===== src/rtl/trap_seq_pkg.sv =====
package trap_seq_pkg;
    localparam int BYTE_W     = 8;
    localparam int WORD_W     = 16;
    localparam int FLAG_W     = 4;
    localparam int OPC_W      = 5;
    localparam int N_WORD_REG = 5;                       // SP, PC, B, X, A
    localparam int PUSH_BYTES = 2 + 2 * N_WORD_REG;      // spec + words + flags
    localparam int POP_BYTES  = PUSH_BYTES - 1;          // spec is skipped
    localparam int ENTRY_STEPS = PUSH_BYTES + 4;         // 2 base reads, 2 handler reads
    localparam int STEP_W     = $clog2(ENTRY_STEPS);

    typedef enum logic [1:0] {
        SEQ_IDLE,
        SEQ_ENTRY,
        SEQ_RETURN
    } seq_mode_e;

    typedef enum logic [2:0] {
        REG_NONE,
        REG_FLAGS,
        REG_A,
        REG_X,
        REG_B,
        REG_PC,
        REG_SP
    } ctx_reg_e;

    typedef struct packed {
        seq_mode_e           mode;
        logic [STEP_W-1:0]   step;
        logic [WORD_W-1:0]   ptr;
        logic [BYTE_W-1:0]   hold;
    } seq_state_t;
endpackage


===== src/rtl/trap_opc_decode.sv =====
module trap_opc_decode
    import trap_seq_pkg::*;
#(
    parameter logic [OPC_W-1:0] FIRST_TRAP_OPC = 5'b11101,
    parameter int               N_TRAP_OPC     = 3
) (
    input  logic [OPC_W-1:0] opc,
    output logic             is_trap
);
    logic [N_TRAP_OPC-1:0] hit;

    for (genvar i = 0; i < N_TRAP_OPC; i++) begin : g_cmp
        localparam logic [OPC_W-1:0] CODE = FIRST_TRAP_OPC + OPC_W'(i);
        assign hit[i] = (opc == CODE);
    end

    assign is_trap = |hit;
endmodule


===== src/rtl/trap_push_mux.sv =====
module trap_push_mux
    import trap_seq_pkg::*;
(
    input  logic [STEP_W-1:0] idx,
    input  logic [BYTE_W-1:0] spec,
    input  logic [WORD_W-1:0] sp_w,
    input  logic [WORD_W-1:0] pc_w,
    input  logic [WORD_W-1:0] b_w,
    input  logic [WORD_W-1:0] x_w,
    input  logic [WORD_W-1:0] a_w,
    input  logic [FLAG_W-1:0] flags,
    output logic [BYTE_W-1:0] byte_o
);
    logic [STEP_W-1:0] rel;
    logic [WORD_W-1:0] word_sel;

    always_comb begin
        rel = idx - STEP_W'(1);
        unique case (rel[STEP_W-1:1])
            0:       word_sel = sp_w;
            1:       word_sel = pc_w;
            2:       word_sel = b_w;
            3:       word_sel = x_w;
            default: word_sel = a_w;
        endcase
        if (idx == '0) begin
            byte_o = spec;
        end else if (idx == STEP_W'(PUSH_BYTES - 1)) begin
            byte_o = {{(BYTE_W-FLAG_W){1'b0}}, flags};
        end else if (rel[0]) begin
            byte_o = word_sel[WORD_W-1:BYTE_W];   // second write, lower address
        end else begin
            byte_o = word_sel[BYTE_W-1:0];
        end
    end
endmodule


===== src/rtl/trap_pop_route.sv =====
module trap_pop_route
    import trap_seq_pkg::*;
(
    input  logic [STEP_W-1:0] idx,
    output ctx_reg_e          target,
    output logic              take_high
);
    always_comb begin
        target    = REG_NONE;
        take_high = 1'b0;
        if (idx == '0) begin
            target = REG_FLAGS;
        end else if (idx[0]) begin
            take_high = 1'b1;
        end else begin
            unique case (idx[STEP_W-1:1])
                1:       target = REG_A;
                2:       target = REG_X;
                3:       target = REG_B;
                4:       target = REG_PC;
                5:       target = REG_SP;
                default: target = REG_NONE;
            endcase
        end
    end
endmodule


===== src/rtl/trap_ctx_seq.sv =====
module trap_ctx_seq
    import trap_seq_pkg::*;
#(
    parameter logic [WORD_W-1:0] STACK_VEC      = 16'h0FFA,
    parameter logic [WORD_W-1:0] HANDLER_VEC    = 16'h0FFE,
    parameter logic [OPC_W-1:0]  FIRST_TRAP_OPC = 5'b11101,
    parameter int                N_TRAP_OPC     = 3
) (
    input  logic              clk,
    input  logic              rst_n,
    input  logic              instr_valid,
    input  logic [BYTE_W-1:0] ir,
    input  logic              rti_req,
    output logic              busy,
    output logic [WORD_W-1:0] mem_addr,
    output logic              mem_re,
    output logic              mem_we,
    output logic [BYTE_W-1:0] mem_wdata,
    input  logic [BYTE_W-1:0] mem_rdata,
    input  logic [WORD_W-1:0] cur_a,
    input  logic [WORD_W-1:0] cur_x,
    input  logic [WORD_W-1:0] cur_b,
    input  logic [WORD_W-1:0] cur_sp,
    input  logic [WORD_W-1:0] cur_pc,
    input  logic [FLAG_W-1:0] cur_flags,
    output logic              ld_a,
    output logic              ld_x,
    output logic              ld_b,
    output logic              ld_sp,
    output logic              ld_pc,
    output logic              ld_flags,
    output logic [WORD_W-1:0] ld_word
);
    localparam logic [STEP_W-1:0] LAST_PUSH_STEP = STEP_W'(PUSH_BYTES + 1);
    localparam logic [STEP_W-1:0] SP_LOAD_STEP   = STEP_W'(PUSH_BYTES + 2);
    localparam logic [STEP_W-1:0] LAST_POP_STEP  = STEP_W'(POP_BYTES - 1);

    seq_state_t         cur_q, nxt_d;
    logic               is_trap;
    logic [BYTE_W-1:0]  push_byte;
    ctx_reg_e           pop_tgt;
    logic               pop_high;
    ctx_reg_e           tgt;

    trap_opc_decode #(
        .FIRST_TRAP_OPC (FIRST_TRAP_OPC),
        .N_TRAP_OPC     (N_TRAP_OPC)
    ) u_dec (
        .opc     (ir[BYTE_W-1 -: OPC_W]),
        .is_trap (is_trap)
    );

    trap_push_mux u_push (
        .idx    (cur_q.step - STEP_W'(2)),
        .spec   (ir),
        .sp_w   (cur_sp),
        .pc_w   (cur_pc),
        .b_w    (cur_b),
        .x_w    (cur_x),
        .a_w    (cur_a),
        .flags  (cur_flags),
        .byte_o (push_byte)
    );

    trap_pop_route u_pop (
        .idx       (cur_q.step),
        .target    (pop_tgt),
        .take_high (pop_high)
    );

    always_comb begin
        nxt_d     = cur_q;
        mem_re    = 1'b0;
        mem_we    = 1'b0;
        mem_addr  = '0;
        mem_wdata = '0;
        tgt       = REG_NONE;
        ld_word   = '0;
        unique case (cur_q.mode)
            SEQ_IDLE: begin
                if (instr_valid && is_trap) begin
                    nxt_d.mode = SEQ_ENTRY;
                    nxt_d.step = '0;
                end else if (rti_req) begin
                    nxt_d.mode = SEQ_RETURN;
                    nxt_d.step = '0;
                    nxt_d.ptr  = cur_sp;
                end
            end
            SEQ_ENTRY: begin
                nxt_d.step = cur_q.step + STEP_W'(1);
                if (cur_q.step == '0) begin
                    mem_re     = 1'b1;
                    mem_addr   = STACK_VEC;
                    nxt_d.hold = mem_rdata;
                end else if (cur_q.step == STEP_W'(1)) begin
                    mem_re    = 1'b1;
                    mem_addr  = STACK_VEC + WORD_W'(1);
                    nxt_d.ptr = {cur_q.hold, mem_rdata};
                end else if (cur_q.step <= LAST_PUSH_STEP) begin
                    mem_we    = 1'b1;
                    mem_addr  = cur_q.ptr - WORD_W'(1);
                    mem_wdata = push_byte;
                    nxt_d.ptr = cur_q.ptr - WORD_W'(1);
                end else if (cur_q.step == SP_LOAD_STEP) begin
                    mem_re     = 1'b1;
                    mem_addr   = HANDLER_VEC;
                    nxt_d.hold = mem_rdata;
                    tgt        = REG_SP;
                    ld_word    = cur_q.ptr;
                end else begin
                    mem_re     = 1'b1;
                    mem_addr   = HANDLER_VEC + WORD_W'(1);
                    tgt        = REG_PC;
                    ld_word    = {cur_q.hold, mem_rdata};
                    nxt_d.mode = SEQ_IDLE;
                    nxt_d.step = '0;
                end
            end
            SEQ_RETURN: begin
                mem_re     = 1'b1;
                mem_addr   = cur_q.ptr;
                nxt_d.ptr  = cur_q.ptr + WORD_W'(1);
                nxt_d.step = cur_q.step + STEP_W'(1);
                if (pop_high) begin
                    nxt_d.hold = mem_rdata;
                end
                tgt = pop_tgt;
                if (pop_tgt == REG_FLAGS) begin
                    ld_word = {{(WORD_W-FLAG_W){1'b0}}, mem_rdata[FLAG_W-1:0]};
                end else begin
                    ld_word = {cur_q.hold, mem_rdata};
                end
                if (cur_q.step == LAST_POP_STEP) begin
                    nxt_d.mode = SEQ_IDLE;
                    nxt_d.step = '0;
                end
            end
            default: nxt_d.mode = SEQ_IDLE;
        endcase
    end

    always_ff @(posedge clk) begin
        if (!rst_n) begin
            cur_q <= '{mode: SEQ_IDLE, step: '0, ptr: '0, hold: '0};
        end else begin
            cur_q <= nxt_d;
        end
    end

    assign busy     = (cur_q.mode != SEQ_IDLE);
    assign ld_a     = (tgt == REG_A);
    assign ld_x     = (tgt == REG_X);
    assign ld_b     = (tgt == REG_B);
    assign ld_sp    = (tgt == REG_SP);
    assign ld_pc    = (tgt == REG_PC);
    assign ld_flags = (tgt == REG_FLAGS);
endmodule


===== config.mk =====
export PLATFORM = sky130hd
export DESIGN_NAME = trap_ctx_seq
export DESIGN_NICKNAME = d
export VERILOG_FILES = /design/src/rtl/trap_seq_pkg.sv /design/src/rtl/trap_opc_decode.sv /design/src/rtl/trap_push_mux.sv /design/src/rtl/trap_pop_route.sv /design/src/rtl/trap_ctx_seq.sv
export SDC_FILE = /design/constraint.sdc
export NUM_CORES = 1
export LEC_CHECK = 0
export BUFFER_PORTS_ARGS = -buffer_cell sky130_fd_sc_hd__buf_2
export CELL_PAD_IN_SITES_DETAIL_PLACEMENT = 1
export CELL_PAD_IN_SITES_GLOBAL_PLACEMENT = 1
export CORE_UTILIZATION = 40
export CTS_CLUSTER_DIAMETER = 50
export DETAILED_ROUTE_END_ITERATION = 16
export PLACE_DENSITY_LB_ADDON = 0.1
export SYNTH_ARGS = -nofsm -noshare
export SYNTH_HDL_FRONTEND = slang
export SYNTH_SLANG_ARGS = --single-unit

===== constraint.sdc =====
create_clock -name clk -period 3.75 [get_ports clk]
set_input_delay 0.1875 -clock clk [delete_from_list [all_inputs] [get_ports clk]]
set_output_delay 0.1875 -clock clk [all_outputs]
set_load 0.03 [all_outputs]

# [After elaboration in Yosys (flattened, before gate mapping)]
# Index checks and enable logic that the tools add are counted.
[classes] add_sub_neg=5 n_lt_le_gt_ge=1 n_eq_ne=37 muxes=55 n_reduce_logical=13
[op_table] cell="two-way mux 16 bit" n=11
[op_table] cell="two-way mux 8 bit" n=12
[op_table] cell="one-hot mux 16 bit (2 select lines)" n=2
[op_table] cell="one-hot mux 16 bit (4 select lines)" n=1
[op_table] cell="one-hot mux 20 bit (3 select lines)" n=1
[op_table] cell="two-way mux 22 bit" n=2
[op_table] cell="two-way mux 6 bit" n=5
[op_table] cell="equality test 3 x 2 -> 1 bit, second input constant" n=6
[op_table] cell="adder 16 x 1 -> 16 bit, second input constant" n=1
[op_table] cell="!= test 2 bit, second input constant" n=8
[op_table] cell="one-hot mux 8 bit (2 select lines)" n=1
[op_table] cell="subtractor 16 x 1 -> 16 bit, second input constant" n=1
[op_table] cell="equality test 3 bit, second input constant" n=5
[op_table] cell="equality test 5 bit, second input constant" n=3
[op_table] cell="two-way mux 3 bit" n=5
[op_table] cell="!= test 3 bit, second input constant" n=5
[op_table] cell="one-hot mux 3 bit (5 select lines)" n=1
[op_table] cell="equality test 3 x 1 -> 1 bit, second input constant" n=4
[op_table] cell="equality test 4 bit, second input constant" n=3
[op_table] cell="two-way mux 1 bit" n=10
[op_table] cell="AND reduction 5 bit" n=2
[op_table] cell="zero test 4 bit" n=2
[op_table] cell="one-hot mux 2 bit (3 select lines)" n=1
[op_table] cell="one-hot mux 3 bit (2 select lines)" n=1
[op_table] cell="17 further kinds" n=18
[totals] reg_bits=30 out_inout_bits=49 word_cells=115

# [Logic depth before layout (Yosys ltp)]
[logic_depth] word_depth=11 mapped_depth=11

# [Modules after synthesis]
# A second synthesis with hierarchy kept.
[unflattened] cells_unflattened=610 area_unflattened_um2=4438.0
[modules_own_cells] mod="trap_ctx_seq" instances=1 cells_per_inst=491 area_per_inst_um2=3469.6
[modules_own_cells] mod="trap_push_mux" instances=1 cells_per_inst=110 area_per_inst_um2=903.4
[modules_own_cells] mod="trap_pop_route" instances=1 cells_per_inst=8 area_per_inst_um2=53.8
[modules_own_cells] mod="trap_opc_decode" instances=1 cells_per_inst=1 area_per_inst_um2=11.3

# [Worst setup path before layout]
# Ideal clock, no wire load.
[synth_timing] kind="reg2out" startpoint="register cur_q[24] (netlist name)" endpoint="output mem_wdata[4]" t_arrival_ns=2.959 t_required_ns=3.562 setup_slack_ns=0.604 path_stages_with_launch=11 path_cell_list="dfxtp_1 -> clkbuf_8 -> clkinv_1 -> ha_1 -> or2_2 -> a21o_4 -> or2_1 -> buf_2 -> inv_1 -> nand2_1 -> nor3_1"
[synth_via] elab_chain_len=11
[synth_rtl] item="from (decl)" line_no="trap_ctx_seq.sv:38" text="seq_state_t cur_q, nxt_d;"
[synth_rtl] item="from (signal assigned)" line_no="trap_ctx_seq.sv:145" text="cur_q <= '{mode: SEQ_IDLE, step: '0, ptr: '0, hold: '0};"
[synth_rtl] item="from (signal assigned)" line_no="trap_ctx_seq.sv:147" text="cur_q <= nxt_d;"
[synth_rtl] item="subtractor 4 x 2 -> 4 bit" line_no="trap_ctx_seq.sv:54" text=".idx (cur_q.step - STEP_W'(2)),"
[synth_rtl] item="subtractor 4 x 1 -> 4 bit" line_no="trap_push_mux.sv:18" text="rel = idx - STEP_W'(1);"
[synth_rtl] item="equality test 3 x 2 -> 1 bit, or another cell as far along" line_no="trap_push_mux.sv:19" text="unique case (rel[STEP_W-1:1])"
[synth_rtl] item="one-hot mux 16 bit (4 select lines)" line_no="trap_push_mux.sv:19"
[synth_rtl] item="two-way mux 8 bit" line_no="trap_push_mux.sv:30" text="end else if (rel[0]) begin"
[synth_rtl] item="two-way mux 8 bit" line_no="trap_push_mux.sv:28" text="end else if (idx == STEP_W'(PUSH_BYTES - 1)) begin"
[synth_rtl] item="two-way mux 8 bit" line_no="trap_push_mux.sv:26" text="if (idx == '0) begin"
[synth_rtl] item="two-way mux 8 bit" line_no="trap_ctx_seq.sv:100" text="end else if (cur_q.step <= LAST_PUSH_STEP) begin"
[synth_rtl] item="two-way mux 8 bit" line_no="trap_ctx_seq.sv:96" text="end else if (cur_q.step == STEP_W'(1)) begin"
[synth_rtl] item="two-way mux 8 bit (*)" line_no="trap_ctx_seq.sv:92" text="if (cur_q.step == '0) begin"
[synth_rtl] item="two-way mux 8 bit (*)" line_no="trap_ctx_seq.sv:79" text="unique case (cur_q.mode)"
[synth_rtl] item="to (decl)" line_no="trap_ctx_seq.sv:18" text="output logic [BYTE_W-1:0] mem_wdata,"
# Mark *: on every way between the ends. The rest lies on a longest branch, timed or not.

# [Worst setup path after layout]
[layout_timing] startpoint="register cur_q[26] (netlist name)" endpoint="output mem_wdata[6]"
# The elaborated chain is that of the path after synthesis.

==> impl_metrics.py <==
metrics = {
    "synthesis": {
        "synthTopCellsByArea": "dfxtp_1, mux4_1, nor2_1",
        "syn-cell-area_um2": 4410,
        "yosysSeqAreaShare": 0.136,
        "synth_top_family_by_area": "compound AO/OA/AOI/OAI gates",
        "netlist_instances": 577,
        "synthSimpleGateAreaFrac": 0.241,
        "synth-xor-area-share": 0.0553,
        "avgSynthCellArea_um2": 7.64,
        "yosysWarnings": 0,
        "synth-compound-area-share": 0.293,
        "yosys.area.top_type": "dfxtp_1",
        "post-synth-top-area-fraction": 0.136,
        "async_flop_share": 0,
        "synth_fp_nets": 697,
        "synth_ff_type": "dfxtp_1",
        "ys_ff_latch": 30,
        "synthMuxAreaShare": 0.147,
        "synth-edff-count": 0,
        "synthAdderAreaFrac": 0.0454,
        "synth_cell_types": 75,
    },
    "layout": {
        "diodes": 0,
        "area_delta_synth_final_pct": 19.6,
        "final_common_cell": "buf_2",
        "reg_top3": "cur_q x30",
        "fin_nets": 820,
        "drive_gt1_frac": 0.287,
        "top_register": "cur_q",
        "largest_reg_flops": 30,
        "design_area_um2": 5270,
        "most-common-layout-cells": "buf_2, nor2_1, a21oi_1, nand2_1, o21ai_0",
    },
    "worst_setup_path": {
        "crit_type": "register to primary output",
        "r2r_cells": 7,
        "r2r_start": "cur_q[24]",
        "r2r_end": "cur_q[20]",
        "worst_setup_path_start_kind": "register",
        "crit_buf_inv": 3,
        "arrival_ps": 3390,
        "end_kind": "primary output",
        "rrSetupSlack_ps": 760,
        "crit_chain": "inv_1 > ha_1 > xor2_4 > buf_4 > mux4_1 > and4_1 > a21oi_1 > a21oi_1 > buf_2",
        "critPathSlowestCell": "mux4_1",
        "path_delay_family": "buffers and inverters",
        "critical_path_required_ps": 3560,
        "crit_fanout": 11,
        "path_common_cell": "a21oi_1",
        "critical-path-max-stage-delay_ps": 580,
    },
    "die": {
        "die_y_um": 107,
        "num_io_pins": 153,
        "start_util": 0.420,
        "die_w_um": 107,
        "rows": 37,
        "coreArea_um2": 10500,
        "dieArea_um2": 11400,
    },
    "clock_network": {
        "cts_setup_buffers": 0,
        "clk_latency_ps": 300,
        "numCtsBuffers": 5,
        "cts_sinks": 30,
        "cts.htree.levels": 2,
        "clk_pin_slew_ps": 80,
        "hold_buffers": 0,
        "cts.path.max_buffers": 2,
        "cts_root_buf": "clkbuf_8",
        "cts_tree": "done",
    },
    "placed_design": {
        "place_area_um2": 5170,
        "post-dp-hpwl_um": 14600,
        "place_congestion": 0.909,
        "io_buffers": 152,
        "pre_cts_slack_ps": 518,
    },
    "global_route": {
        "grt_max_degree": 40,
        "grtUsageTotal": 0.333,
        "grt_pass1_wl_um": 29300,
        "grt_pass1_vias": 5270,
        "globalRouteOverflowTotal": 0,
        "grt_antenna_before_repair": 0,
    },
    "sta": {
        "fmax_mhz": 280,
        "setup_viol_count_final": 0,
        "worst_slack_ps": 176,
        "final_hold_viol_count": 0,
        "grt_setup_unrepaired": "false",
        "hold_ws_ps": 164,
        "tightest_slew_ps": 971,
        "slew_violations": 0,
        "slew_headroom": 0.352,
        "finalCritPeriodShare": 0.953,
        "min_period_ps": 3570,
        "setup_tns_ps": 0,
        "clock_skew_ps": 16.3,
    },
    "routing": {
        "via_per_inst": 6.42,
        "drt-initial-drc-count": 486,
        "first_pass_iters": 5,
        "wl_per_cell_um": 22.7,
        "ant_nets": 0,
        "routed_wl_um": 19000,
        "drc": 0,
        "dr_total_vias": 5370,
    },
    "pwr": {
        "p_per_area_nw_per_um2": 327,
        "irDropWorstVdd_uv": 233,
        "cellLeakagePower_uw": 0.00215,
    },
    "worst_hold_path": {
        "min_from": "mem_rdata[5]",
        "whs_endpoint": "cur_q[5]",
        "hp-class": "input pin to register",
        "holdPathStages": 3,
    },
    "outcome": {
        "status": "complete, no violations",
    },
    "flow_run": {
        "maxCapViolations": 0,
    },
}
==> final cells by class <==
| class | count | area (µm²) |
|---|---|---|
| well taps | 136 | 170 |
| clock inverters | 2 | 12.5 |
| clock buffers | 6 | 82.6 |
| repair buffers | 168 | 881 |
| inverters | 19 | 71.3 |
| fillers | 1380 | 5240 |
| multi-input cells | 476 | 3450 |
| flip-flops and latches | 30 | 601 |
==> worst min-delay path: stages <==
cell and delay, ps:
buf_2 110, mux2i_1 70, nor2_1 70
==> per-layer routing <==
metal | global-route usage | vias up | share of wire
met3 | 0.0553 | 49 | 0.080
li1 | - | 2429 | -
met1 | 0.449 | 2609 | 0.44
met5 | 0 | - | 0
met2 | 0.545 | 283 | 0.45
met4 | 0.0998 | 0 | 0.027
==> power breakdown <==
part / switching [µW] / internal (µW) / leakage (µW) / total, µW
sequential: 137 / 364 / 0.000246 / 501
clock: 157 / 148 / 0.0000472 / 305
combinational: 566 / 355 / 0.00186 / 921
==> stage by stage <==
step / utilization / power (µW) / cells
final: 0.502 / 1730 / 837
after global routing: 0.502 / 1810 / 837
after global placement: 0.492 / 1370 / 829
after floorplan: - / 1110 / 577
after CTS: 0.501 / 1700 / 837
after detailed placement: 0.492 / 1400 / 829
==> what timing repair did <==
| item | 4_1_cts | 5_1_grt |
|---|---|---|
| resized for setup | 0 | 1 |
| setup endpoints to repair | 0 | 2 |
| hold endpoints to repair | 0 | 0 |
==> cell usage after synthesis, types with 17 or more instances <==
master,instances
nor2_1,68
nor3_1,22
mux2i_1,17
nand2_1,40
dfxtp_1,30
o21ai_0,39
clkbuf_1,26
a22oi_1,18
a21oi_1,43
nand3_1,21
==> cell families after synthesis <==
group / Yosys count
fa+ha+maj: 16
buf+inv: 71
flops: 30
compound gates: 190
xor+xnor: 24
mux: 36
simple gates: 210
==> how the worst max path moves through the flow <==
| stage | slack [ps] | end | depth (start not counted) | startpoint |
|---|---|---|---|---|
| global placement | 680 | mem_wdata[0] | 8 | cur_q[26] |
| detailed placement | 520 | mem_wdata[0] | 8 | cur_q[26] |
| floorplan | 600 | mem_wdata[4] | 10 | cur_q[24] |
| CTS | 180 | mem_wdata[0] | 8 | cur_q[26] |
| finish | 180 | mem_wdata[6] | 9 | cur_q[26] |
| global route | 50 | mem_wdata[6] | 9 | cur_q[26] |
No activity file was read; power rests on OpenSTA's default activity.
